[src/rtl/clkslp_pkg.sv]
package clkslp_pkg;
  localparam int ADDR_W = 3;
  localparam int DIV_W  = 2;

  localparam logic [ADDR_W-1:0] ADDR_RATE   = 3'd0;
  localparam logic [ADDR_W-1:0] ADDR_HOSTEN = 3'd1;
  localparam logic [ADDR_W-1:0] ADDR_DSPCMD = 3'd2;
  localparam logic [ADDR_W-1:0] ADDR_DELAY  = 3'd3;
  localparam logic [ADDR_W-1:0] ADDR_INTSEL = 3'd4;

  localparam logic [1:0] RATE_DIV1 = 2'd0;
  localparam logic [1:0] RATE_DIV2 = 2'd1;
  localparam logic [1:0] RATE_DIV4 = 2'd2;
  localparam logic [1:0] RATE_BAD  = 2'd3;

  typedef enum logic [1:0] {
    ST_RUN    = 2'd0,
    ST_SLEEP  = 2'd1,
    ST_SETTLE = 2'd2
  } dspState_t;

  typedef struct packed {
    logic goSleep;
    logic goWake;
    logic settleInc;
    logic fireInt;
  } ctrlStrb_t;
endpackage

[src/rtl/clkslp_datapath.sv]
module clkslp_datapath
  import clkslp_pkg::*;
#(
  parameter int DATA_W    = 16,
  parameter int DELAY_W   = 16,
  parameter int DEF_DELAY = 256,
  parameter int NUM_INT   = 2
) (
  input  logic               clk,
  input  logic               rstN,
  input  logic               regWe,
  input  logic               regFromDsp,
  input  logic [ADDR_W-1:0]  regAddr,
  input  logic [DATA_W-1:0]  regWdata,
  input  ctrlStrb_t          strb,
  input  logic               dspClkOn,
  output logic               sleepReq,
  output logic               settleDone,
  output logic               hostClkEn,
  output logic [NUM_INT-1:0] wakeInt,
  output logic               dspRstN
);
  localparam int INT_W = (NUM_INT > 1) ? $clog2(NUM_INT) : 1;
  localparam logic [DIV_W-1:0] DIV_LAST = {DIV_W{1'b1}};

  logic [1:0]         rateReq, rateAct;
  logic               enReq, enAct;
  logic [DIV_W-1:0]   divCnt;
  logic               tick;
  logic [DELAY_W-1:0] settleDelay, settleCnt;
  logic [INT_W-1:0]   intSel, lineLatch;
  logic [NUM_INT-1:0] intReg;
  logic               rstHold;
  logic               wrHost, wrDsp;

  assign wrHost   = regWe && !regFromDsp;
  assign wrDsp    = regWe && regFromDsp;
  assign sleepReq = wrDsp && (regAddr == ADDR_DSPCMD) && regWdata[0];

  // configuration registers
  always_ff @(posedge clk) begin
    if (!rstN) begin
      rateReq     <= RATE_DIV2;
      enReq       <= 1'b1;
      settleDelay <= DELAY_W'(DEF_DELAY);
      intSel      <= '0;
    end else begin
      if (wrHost && regAddr == ADDR_RATE && regWdata[1:0] != RATE_BAD)
        rateReq <= regWdata[1:0];
      if (wrHost && regAddr == ADDR_HOSTEN)
        enReq <= regWdata[0];
      if (regWe && regAddr == ADDR_DELAY)
        settleDelay <= regWdata[DELAY_W-1:0];
      if (regWe && regAddr == ADDR_INTSEL)
        intSel <= regWdata[INT_W-1:0];
    end
  end

  // divider: settings move to the active copy only at the period wrap
  always_ff @(posedge clk) begin
    if (!rstN) begin
      divCnt  <= '0;
      rateAct <= RATE_DIV2;
      enAct   <= 1'b1;
    end else begin
      divCnt <= divCnt + 1'b1;
      if (divCnt == DIV_LAST) begin
        rateAct <= rateReq;
        enAct   <= enReq;
      end
    end
  end

  always_comb begin
    case (rateAct)
      RATE_DIV1: tick = 1'b1;
      RATE_DIV2: tick = divCnt[0];
      default:   tick = &divCnt;
    endcase
  end

  assign hostClkEn = enAct && tick;

  // settling / lock-delay counter
  always_ff @(posedge clk) begin
    if (!rstN) begin
      settleCnt <= '0;
      lineLatch <= '0;
    end else if (strb.goWake) begin
      settleCnt <= '0;
      lineLatch <= intSel;
    end else if (strb.settleInc) begin
      settleCnt <= settleCnt + 1'b1;
    end
  end

  assign settleDone = ({1'b0, settleCnt} + 1'b1) >= {1'b0, settleDelay};

  // one pulse register per interrupt line
  for (genvar i = 0; i < NUM_INT; i++) begin : g_intLine
    always_ff @(posedge clk) begin
      if (!rstN) intReg[i] <= 1'b0;
      else       intReg[i] <= strb.fireInt && (lineLatch == INT_W'(i));
    end
  end

  assign wakeInt = intReg;

  always_ff @(posedge clk) begin
    if (!rstN) rstHold <= 1'b0;
    else       rstHold <= 1'b1;
  end

  assign dspRstN = rstHold;

  // active rate and enable only change right after a divider wrap
  assert_rate_boundary_R3: assert property (@(posedge clk) disable iff (!rstN)
    (rateAct != $past(rateAct) || enAct != $past(enAct)) |-> $past(divCnt) == DIV_LAST);

  // never more than one interrupt line at a time
  assert_int_onehot_R9: assert property (@(posedge clk) disable iff (!rstN)
    $onehot0(wakeInt));

  // the interrupt comes strictly after the clock is already back
  assert_int_after_restart_R8: assert property (@(posedge clk) disable iff (!rstN)
    (|wakeInt) |-> (dspClkOn && $past(dspClkOn)));

  // restarting the clock never coincides with reset
  assert_no_reset_on_wake_R11: assert property (@(posedge clk) disable iff (!rstN)
    $rose(dspClkOn) |-> dspRstN);
endmodule

[src/rtl/clkslp_control.sv]
module clkslp_control
  import clkslp_pkg::*;
(
  input  logic      clk,
  input  logic      rstN,
  input  logic      sleepReq,
  input  logic      wakeReq,
  input  logic      settleDone,
  output ctrlStrb_t strb,
  output logic      dspClkOn,
  output logic      pllLock,
  output logic      asleep
);
  dspState_t state, stateNext;

  always_comb begin
    stateNext = state;
    strb      = '0;
    case (state)
      ST_RUN: begin
        if (sleepReq) begin
          strb.goSleep = 1'b1;
          stateNext    = ST_SLEEP;
        end
      end
      ST_SLEEP: begin
        if (wakeReq) begin
          strb.goWake = 1'b1;
          stateNext   = ST_SETTLE;
        end
      end
      ST_SETTLE: begin
        if (settleDone) begin
          strb.fireInt = 1'b1;
          stateNext    = ST_RUN;
        end else begin
          strb.settleInc = 1'b1;
        end
      end
      default: stateNext = ST_RUN;
    endcase
  end

  always_ff @(posedge clk) begin
    if (!rstN) state <= ST_RUN;
    else       state <= stateNext;
  end

  assign dspClkOn = (state != ST_SLEEP);
  assign pllLock  = (state == ST_RUN);
  assign asleep   = (state == ST_SLEEP);

  // the clock only stops in response to an accepted stop command
  assert_sleep_on_cmd_R6: assert property (@(posedge clk) disable iff (!rstN)
    $fell(dspClkOn) |-> $past(sleepReq));

  // a wake strobe while running leaves the controller running
  assert_wake_ignored_R10: assert property (@(posedge clk) disable iff (!rstN)
    (state == ST_RUN && wakeReq && !sleepReq) |=> state == ST_RUN);
endmodule

[src/rtl/clkslp_top.sv]
module clkslp_top
  import clkslp_pkg::*;
#(
  parameter int DATA_W    = 16,
  parameter int DELAY_W   = 16,
  parameter int DEF_DELAY = 256,
  parameter int NUM_INT   = 2
) (
  input  logic               clk,
  input  logic               rstN,
  input  logic               regWe,
  input  logic               regFromDsp,
  input  logic [ADDR_W-1:0]  regAddr,
  input  logic [DATA_W-1:0]  regWdata,
  input  logic               mailboxMsg,
  input  logic               timerWake,
  output logic               hostClkEn,
  output logic               dspClkEn,
  output logic               pllLocked,
  output logic [NUM_INT-1:0] wakeInt,
  output logic               dspRstN,
  output logic               dspAsleep
);
  ctrlStrb_t strb;
  logic      sleepReq, settleDone, wakeReq;

  assign wakeReq = mailboxMsg | timerWake;

  clkslp_control u_ctrl (
    .clk        (clk),
    .rstN       (rstN),
    .sleepReq   (sleepReq),
    .wakeReq    (wakeReq),
    .settleDone (settleDone),
    .strb       (strb),
    .dspClkOn   (dspClkEn),
    .pllLock    (pllLocked),
    .asleep     (dspAsleep)
  );

  clkslp_datapath #(
    .DATA_W    (DATA_W),
    .DELAY_W   (DELAY_W),
    .DEF_DELAY (DEF_DELAY),
    .NUM_INT   (NUM_INT)
  ) u_dp (
    .clk        (clk),
    .rstN       (rstN),
    .regWe      (regWe),
    .regFromDsp (regFromDsp),
    .regAddr    (regAddr),
    .regWdata   (regWdata),
    .strb       (strb),
    .dspClkOn   (dspClkEn),
    .sleepReq   (sleepReq),
    .settleDone (settleDone),
    .hostClkEn  (hostClkEn),
    .wakeInt    (wakeInt),
    .dspRstN    (dspRstN)
  );
endmodule

[config.mk]
export PLATFORM = sky130hd
export DESIGN_NAME = clkslp_top
export DESIGN_NICKNAME = d
export VERILOG_FILES = /design/src/rtl/clkslp_pkg.sv /design/src/rtl/clkslp_datapath.sv /design/src/rtl/clkslp_control.sv /design/src/rtl/clkslp_top.sv
export SDC_FILE = /design/constraint.sdc
export NUM_CORES = 1
export LEC_CHECK = 0
export BUFFER_PORTS_ARGS = -buffer_cell sky130_fd_sc_hd__buf_4
export CAP_MARGIN = 20
export CORE_MARGIN = 1
export CORE_UTILIZATION = 34
export CTS_CLUSTER_SIZE = 10
export DETAILED_ROUTE_END_ITERATION = 16
export HOLD_SLACK_MARGIN = 0.06
export SLEW_MARGIN = 30
export SYNTH_ARGS = -nofsm -noshare
export SYNTH_HDL_FRONTEND = slang
export SYNTH_SLANG_ARGS = --single-unit
[constraint.sdc]
create_clock -name clk -period 8.9 [get_ports clk]
set_clock_uncertainty 0.15 [all_clocks]
set_input_delay 1.335 -clock clk [delete_from_list [all_inputs] [get_ports clk]]
set_output_delay 1.335 -clock clk [all_outputs]
set_load 0.02 [all_outputs]
==> out/summary.txt <==
Layout cells sized above 1 = 0.1504
Crit path max fanout = 19
Synth top area cells = dfxtp_1 37%, ha_1 8.8%, nand2_1 8.5%, a21boi_0 4.7%, xnor2_1 3.4%
Crit path DAT = 3.85 ns
Initial Util = 0.3528
Maximum VDD drop = 0.1180 mV
Top-area cell type share of the netlist area = 0.3658
Final setup viols = 0
Final wirelength = 5.570 mm
CTS tree = built
Drt pass-1 iters = 4
Row count = 31
Area Overhead vs Synth = 16.63%
Htree depth = 2
Largest net degree at the start of global routing = 33
Worst setup EP type = flip-flop
Util after Layout = 0.4115
Num ports = 32
Post-synth top flop = dfxtp_1
Post-synth top cells = 58 x nand2_1, 47 x dfxtp_1, 18 x ha_1, 18 x inv_1, 16 x a21boi_0
Final count of hold timing violations = 0
Remaining global-route overflow = 0
Synth area leader = dfxtp_1
Post-DRT Antenna Nets = 0
First-pass GRT wire length = 9.556 mm
Fin area = 0.003000 mm²
Yosys reg bits = 47
Cells after Synth = 312
Seq/Total Area, Yosys = 0.3658
Vias per Instance = 4.979
CTS clk-pin slew, worst paths = 0.10 ns
Total GRT Usage = 0.1562
Syn Nets = 355
Final Critical Period = 3.820 ns
Part of the cycle the worst path needs = 0.4292
DR WL/cell = 12.72 µm
Worst Tran Pin Value = 0.8389 ns
GP Congestion = 0.8448
Cell area after synthesis = 0.002572 mm²
Power density over the cells = 136.5 mW/mm²
Resized cells post-CTS = 0
Hold slack = 0.3159 ns
Hpwl dp = 4.129 mm
Max-Slew Margin vs Limit = 0.4396
N_diodes = 0
DRC = 0
Layout Nets = 381
Post-Place Cell Area = 0.002885 mm²
Setup CP Type = reg2reg
Avg Cell Area, Syn = 8.245 µm²
Yosys cell types = 44
Die ar. = 0.007918 mm²
Max Slew Vio Count = 0
Pleak = 1.188 nW
Hold-fix buffers, CTS = 0
Max-cap violations = 0
FMAX = 0.2618 GHz
PortBufs = 31
EDFF count, synth = 0
Worst hold path type = reg2reg
Vias in the first global route = 2039
Core Area = 0.007292 mm²
Synth async-reset ratio = 0
Data required time of the worst path = 8.93 ns
Postcts setup bufs = 0
Run status = complete, no violations
Die Ht = 88.99 µm
Yosys warnings = 0
Clk_lat worst skew = 0.31 ns
DR vias = 2181
Setup TNS = 0 ns
Nature of the critical path startpoint = flip-flop
Unrepaired setup endpoints after global routing = no
Clock root buffer = clkbuf_8
Total CTS buffers = 5
CTS Sinks = 47
Count leader, synth = nand2_1
Chip width = 88.99 µm
DR iter-0 viols = 124
Max clock buf depth = 2
Initial antenna violation count = 0
==> worst max-delay path, cell delays in order, from the launching register on <==
cell       delay, ns
dfxtp_1         0.41
ha_1            0.26
nand3_1         0.16
nor2_1          0.33
nand3_1         0.19
xnor2_1         0.17
ha_1            0.31
nand3_2         0.10
a2111oi_0       0.66
and2_1          0.64
nor4_1          0.15
mux2i_1         0.15
==> registers in the layout (all words and copies together), names as in the netlist <==
register and count:
u_dp.dspRstN 1, u_dp.enReq 1, u_dp.settleCnt 16, u_ctrl.state 2
u_dp.wakeInt 2, u_dp.rateReq 2, u_dp.enAct 1, u_dp.intSel 1
u_dp.rateAct 2, u_dp.settleDelay 16, u_dp.lineLatch 1, u_dp.divCnt 2
==> path summary, 6_finish.rpt <==
check / from / endpoint / slack (ns) / cells past startpoint
setup reg to reg: u_dp.settleCnt[0] / u_dp.settleCnt[9] / 5.08 / 11
hold / removal: u_dp.divCnt[0] / u_dp.divCnt[0] / 0.32 / 1
setup / recovery: u_dp.settleCnt[0] / u_dp.settleCnt[9] / 5.08 / 11
hold reg to reg: u_dp.divCnt[0] / u_dp.divCnt[0] / 0.32 / 1
==> placed cells by master (no fill, tap or decap), drive strengths merged, types with 2 or more instances in the layout <==
cell / n
or2: 5
nor2b: 6
o211ai: 5
buf: 32
or4: 7
nand2b: 5
o31ai: 4
nor3: 6
and2: 4
nand2: 58
nand4: 7
mux2i: 8
a21oi: 14
and3: 4
or3: 2
o21a: 2
o21ai: 5
xnor2: 10
nor4: 2
dfxtp: 47
a21boi: 16
nand3: 17
inv: 19
clkbuf: 5
xor2: 4
nor2: 12
ha: 18
==> kinds of logic after synthesis <==
family	Yosys count	share of synthesized area
and+or+nand+nor	140	0.2743
AOI/OAI and AO/OA	54	0.1454
DFF	47	0.3658
buffers and inverters	31	0.04815
adders and majority gates	18	0.08755
xor gates and xnor gates	14	0.04766
muxes	8	0.03113
==> cell type report <==
| class | instances | area [µm²] |
|---|---|---|
| Tap cell | 99 | 123.9 |
| Clock inverter | 3 | 46.29 |
| Multi-Input combinational cell | 234 | 1513 |
| Sequential cell | 47 | 940.9 |
| Inverter | 18 | 67.56 |
| Fill cell | 778 | 4292 |
| Timing Repair Buffer | 32 | 240.2 |
| Clock buffer | 5 | 68.82 |
==> report_power, final <==
group          switching (W)  internal [W]
clock              0.0000789     0.0000847
combinational      0.0000158     0.0000152
sequential        0.00000156      0.000213
==> routing by layer <==
layer	global-route usage	part of all wire
met2	0.2643	0.47
met4	0.05628	0.018
met1	0.1994	0.47
met3	0.02862	0.047
met5	0	0
==> stage by stage <==
step	instances	total power, W	setup WS, ns
final	438	0.0004096	5.080
after global routing	438	0.0004282	4.721
after CTS	438	0.0004153	5.123
after detailed placement	430	0.0002514	5.150
after global placement	430	0.0002504	4.983
after floorplan	312	0.0002363	5.511
No activity file was read; power rests on OpenSTA's default activity.
